==> src/rtl/tbo_pkg.sv <==
`timescale 1ns/1ps
package tbo_pkg;
  // Strobes passed from control to datapath each cycle
  typedef struct packed {
    logic sample;   // window close in normal mode: capture detects
    logic rawPass;  // window close in raw mode: pass complete
    logic rdClear;  // host read of the status word
    logic addrHit;  // read address selects the status word
  } ctlStrb_t;
endpackage

==> src/rtl/tbo_scan_timer.sv <==
`timescale 1ns/1ps
module tbo_scan_timer #(
  parameter int SCAN_TICKS = 25000,
  parameter int WIN_END    = 6249
) (
  input  logic clk,
  input  logic rst,
  output logic winEnd
);
  localparam int CNT_W = (SCAN_TICKS > 1) ? $clog2(SCAN_TICKS) : 1;
  localparam logic [CNT_W-1:0] LAST = CNT_W'(SCAN_TICKS - 1);
  localparam logic [CNT_W-1:0] WEND = CNT_W'(WIN_END);

  logic [CNT_W-1:0] cnt;

  always_ff @(posedge clk) begin
    if (rst)              cnt <= '0;
    else if (cnt == LAST) cnt <= '0;
    else                  cnt <= cnt + 1'b1;
  end

  assign winEnd = (cnt == WEND);
endmodule

==> src/rtl/tbo_ctrl.sv <==
`timescale 1ns/1ps
module tbo_ctrl
  import tbo_pkg::*;
#(
  parameter int ADDR_W = 4
) (
  input  logic              winEnd,
  input  logic              rawMode,
  input  logic              rdStrobe,
  input  logic [ADDR_W-1:0] rdAddr,
  output ctlStrb_t          strb
);
  localparam logic [ADDR_W-1:0] STATUS_ADDR = '0;

  always_comb begin
    strb.sample  = winEnd && !rawMode;
    strb.rawPass = winEnd && rawMode;
    strb.addrHit = (rdAddr == STATUS_ADDR);
    strb.rdClear = rdStrobe && (rdAddr == STATUS_ADDR);
  end
endmodule

==> src/rtl/tbo_datapath.sv <==
`timescale 1ns/1ps
module tbo_datapath
  import tbo_pkg::*;
#(
  parameter int NUM_BTN = 4,
  parameter int NUM_ERR = 2
) (
  input  logic               clk,
  input  logic               rst,
  input  ctlStrb_t           strb,
  input  logic [NUM_BTN-1:0] btnDetect,
  input  logic [NUM_ERR-1:0] errEvent,
  input  logic               rawMode,
  input  logic               outActiveLow,
  input  logic               intActiveLow,
  output logic [NUM_BTN-1:0] btnOut,
  output logic               intOut,
  output logic [NUM_ERR+1:0] statusWord,
  output logic [NUM_ERR+1:0] rdData
);
  localparam int STAT_W = NUM_ERR + 2;

  logic [NUM_BTN-1:0] btnState;
  logic               outFlag;
  logic               readyFlag;
  logic [NUM_ERR-1:0] errFlags;
  logic               newPress;
  logic               intLevel;

  // Button state: captured only when a window closes
  always_ff @(posedge clk) begin
    if (rst)               btnState <= '0;
    else if (strb.rawPass) btnState <= '0;
    else if (strb.sample)  btnState <= btnDetect;
  end

  assign newPress = strb.sample && ((btnDetect & ~btnState) != '0);

  // Sticky flags: a set event beats a clear in the same cycle
  always_ff @(posedge clk) begin
    if (rst)               outFlag <= 1'b0;
    else if (newPress)     outFlag <= 1'b1;
    else if (strb.rdClear) outFlag <= 1'b0;
  end

  always_ff @(posedge clk) begin
    if (rst)               readyFlag <= 1'b0;
    else if (strb.rawPass) readyFlag <= 1'b1;
    else if (strb.rdClear) readyFlag <= 1'b0;
  end

  for (genvar e = 0; e < NUM_ERR; e++) begin : g_err
    always_ff @(posedge clk) begin
      if (rst)               errFlags[e] <= 1'b0;
      else if (errEvent[e])  errFlags[e] <= 1'b1;
      else if (strb.rdClear) errFlags[e] <= 1'b0;
    end
  end

  always_comb begin
    if (rawMode) intLevel = readyFlag || (errFlags != '0);
    else         intLevel = (btnState != '0) || (errFlags != '0);
  end

  assign btnOut     = (rawMode ? '0 : btnState) ^ {NUM_BTN{outActiveLow}};
  assign intOut     = intLevel ^ intActiveLow;
  assign statusWord = {errFlags, readyFlag, outFlag};
  assign rdData     = strb.addrHit ? statusWord : {STAT_W{1'b0}};
endmodule

==> src/rtl/touch_out_ctrl.sv <==
`timescale 1ns/1ps
module touch_out_ctrl
  import tbo_pkg::*;
#(
  parameter int NUM_BTN = 4,
  parameter int NUM_ERR = 2,
  parameter int ADDR_W  = 4,
  parameter int CLK_HZ  = 1000000,
  parameter int SCAN_HZ = 40,
  parameter int WIN_DIV = 4
) (
  input  logic               clk,
  input  logic               rst,
  input  logic [NUM_BTN-1:0] btnDetect,
  input  logic [NUM_ERR-1:0] errEvent,
  input  logic               rawMode,
  input  logic               outActiveLow,
  input  logic               intActiveLow,
  input  logic               rdStrobe,
  input  logic [ADDR_W-1:0]  rdAddr,
  output logic [NUM_ERR+1:0] rdData,
  output logic [NUM_BTN-1:0] btnOut,
  output logic               intOut
);
  localparam int SCAN_TICKS = CLK_HZ / SCAN_HZ;
  localparam int WIN_END    = SCAN_TICKS / WIN_DIV - 1;

  logic               winEnd;
  ctlStrb_t           strb;
  logic [NUM_ERR+1:0] statusWord;

  tbo_scan_timer #(.SCAN_TICKS(SCAN_TICKS), .WIN_END(WIN_END)) i_timer (
    .clk(clk), .rst(rst), .winEnd(winEnd)
  );

  tbo_ctrl #(.ADDR_W(ADDR_W)) i_ctrl (
    .winEnd(winEnd), .rawMode(rawMode), .rdStrobe(rdStrobe),
    .rdAddr(rdAddr), .strb(strb)
  );

  tbo_datapath #(.NUM_BTN(NUM_BTN), .NUM_ERR(NUM_ERR)) i_dp (
    .clk(clk), .rst(rst), .strb(strb), .btnDetect(btnDetect),
    .errEvent(errEvent), .rawMode(rawMode), .outActiveLow(outActiveLow),
    .intActiveLow(intActiveLow), .btnOut(btnOut), .intOut(intOut),
    .statusWord(statusWord), .rdData(rdData)
  );
endmodule

==> config.mk <==
export PLATFORM = sky130hd
export DESIGN_NAME = touch_out_ctrl
export DESIGN_NICKNAME = d
export VERILOG_FILES = /design/src/rtl/tbo_pkg.sv /design/src/rtl/tbo_scan_timer.sv /design/src/rtl/tbo_ctrl.sv /design/src/rtl/tbo_datapath.sv /design/src/rtl/touch_out_ctrl.sv
export SDC_FILE = /design/constraint.sdc
export NUM_CORES = 1
export LEC_CHECK = 0
export BUFFER_PORTS_ARGS = -buffer_cell sky130_fd_sc_hd__clkbuf_2
export CORE_MARGIN = 3
export CORE_UTILIZATION = 34
export DETAILED_ROUTE_END_ITERATION = 7
export RECOVER_POWER = 25
export SLEW_MARGIN = 20
export SYNTH_ARGS = -nofsm -noshare
export SYNTH_HDL_FRONTEND = slang
export SYNTH_HIERARCHICAL = 1
export SYNTH_SLANG_ARGS = --single-unit
==> constraint.sdc <==
create_clock -name clk -period 2.6 [get_ports clk]
set_clock_uncertainty 0.05 [all_clocks]
set_input_delay 0.26 -clock clk [delete_from_list [all_inputs] [get_ports clk]]
set_output_delay 0.26 -clock clk [all_outputs]
set_load 0.005 [all_outputs]
==> results.txt <==
Worst slew margin = 61.9%
Num CTS Buffers = 3
Hold Path Depth = 3
Outcome = completed
Total Neg Setup Slack = 0 ns
Fillers = 352
Met3 wire length = 155 um
Clock Latency Late Sink = 0.32 ns
DP Worst Slack = 0.542 ns
Post-route clock period utilization = 80.3%
Initial DRC count = 56
Max Buffers Root-to-Sink = 2
Clock Pin Slew Worst Setup and Hold Paths = 0.12 ns
DRC viols = 0
Synthesized area = 1200 sq um
Top layer reached by signal wires = met4
N_diodes = 0
DRT Pass-1 Iters = 4
Worst EP arrival = 2.25 ns
CP endpoint kind = flop
Max Cap Viol = 0
Avg Cell Area, Syn = 9.26 sq um
Met2 wire len = 1070 um
Peak VDD IR = 293 uV
Post-CTS Setup Bufs = 0
Leak = 0.510 nW
Power Dens Cells = 425 nW/um^2
Post-route ant nets = 0
DRT met1 WL = 1060 um
Root Driver = clkbuf_4
Setup WS post-layout = 0.513 ns
Area grow syn2layout = 13.1%
Die area = 4290 sq um
CP bufs+invs = 0
Number of hold buffers added after CTS = 0
CTS tree = built
Largest net degree at the start of global routing = 16
DRT Wirelength = 2310 um
Crit-path max cell delay = 0.53 ns
Initial core utilization = 37.6%
Initial antenna violation count = 0
WL per Instance = 11.8 um
Kind of critical path = flop to flop
Dpl hpwl = 1770 um
I/O Pins = 25
Crit path launch type = flop
Vias in the first global route = 919
Hold_ws = 0.104 ns
R2R cell count = 6
Cell family with most CP delay = simple AND/OR/NAND/NOR gates
CTS sink cnt = 23
Worst-path fanout max = 8
CP required = 2.76 ns
Cells after synthesis = 130
Gpl congestion = 0.771
Nets = 172
H-tree Lvls = 1
# port buffers = 24
Hold Path Class = input pin to flop
Period minus WS final = 2.09 ns
Die width = 65.5 um
Rows = 20
Crit path depth = 6
Setup Viol. Count Final = 0
Via Count = 950
First-pass GRT wire length = 3960 um
Cts repair resizes = 0
Die Y = 65.5 um
Storage cell area = 460 sq um
Cells along the critical path = nor4b_4, nand2_1, nor4_1, nor2b_1, mux2i_1, nor3_1
RSZ-0062 raised after global routing = no
Core Area = 3200 sq um
Area occupied by multi-input gates = 691 sq um
Post-Syn Nets = 149
Worst-margin pin slew = 0.570 ns
Max Transition Viols Final = 0
Gr usage total = 11.7%
Slowest stage cell on the critical path = nor2b_1
Vias per Instance = 4.85
Gr ovfl total = 0
Peak Freq = 479 MHz
Final Hold Fails = 0
Layout cells sized above 1 = 23.0%
YS warnings = 6
worst paths after layout:
path | startpoint | end | slack [ns]
max | i_timer/cnt[4] | i_dp/btnState[1] | 0.51
min reg2reg | i_dp/outFlag | i_dp/outFlag | 0.41
max reg2reg | i_timer/cnt[4] | i_dp/btnState[1] | 0.51
min | errEvent[0] | i_dp/statusWord[2] | 0.10
registers in the layout (all words and copies together), names as in the netlist:
register	count
i_dp/statusWord	2
i_dp/btnState	4
i_dp/readyFlag	1
i_timer/cnt	15
i_dp/outFlag	1
per-layer routing:
metal | up-vias | GRT usage, %
met2 | 24 | 20.6
li1 | 490 | -
met3 | 2 | 3.93
met5 | - | 0
met1 | 434 | 13.7
met4 | 0 | 2.33
through the flow:
stage | cell area, sq um | utilization, % | instances | power [mW]
floorplan | 1200 | - | 130 | 0.401
global placement | 1340 | 41.8 | 192 | 0.423
detailed placement | 1340 | 41.8 | 192 | 0.425
CTS | 1370 | 42.7 | 196 | 0.595
global route | 1360 | 42.5 | 196 | 0.609
finish | 1360 | 42.5 | 196 | 0.579
cell usage in the layout, fill, tap and decap left out, types with 2 or more instances in the layout:
master	n
ha_1	3
nor2_1	18
xor2_1	13
and4_1	3
and2_0	5
nor2b_1	5
nor4_1	3
clkbuf_2	24
inv_1	2
clkbuf_4	3
mux2i_1	4
a21oi_1	4
nand2b_1	4
nand4_1	6
dfxtp_1	23
nand4b_1	2
nand3_1	4
and2_1	2
nor3_1	4
xnor2_1	5
nand2_1	5
worst reg2reg max path: stages (launching register included):
cell and delay [ns]:
dfxtp_1 0.42, nor4b_4 0.30, nand2_1 0.08, nor4_1 0.27
nor2b_1 0.53, mux2i_1 0.28, nor3_1 0.06
where the power goes:
group	internal, mW	switching, mW	leakage [nW]
Combinational	0.0249	0.0243	0.306
Clock	0.0577	0.107	0.0177
Sequential	0.359	0.00700	0.186
Total	0.441	0.138	0.510
layout make-up:
cell class | count | area share, %
well taps | 44 | 4.04
multi-input cells | 99 | 50.7
inverters | 2 | 0.551
clock inverters | 1 | 0.368
repair buffers | 24 | 8.82
flip-flops and latches | 23 | 33.8
clock buffers | 3 | 1.65
Power figures use the tool's default switching activity.
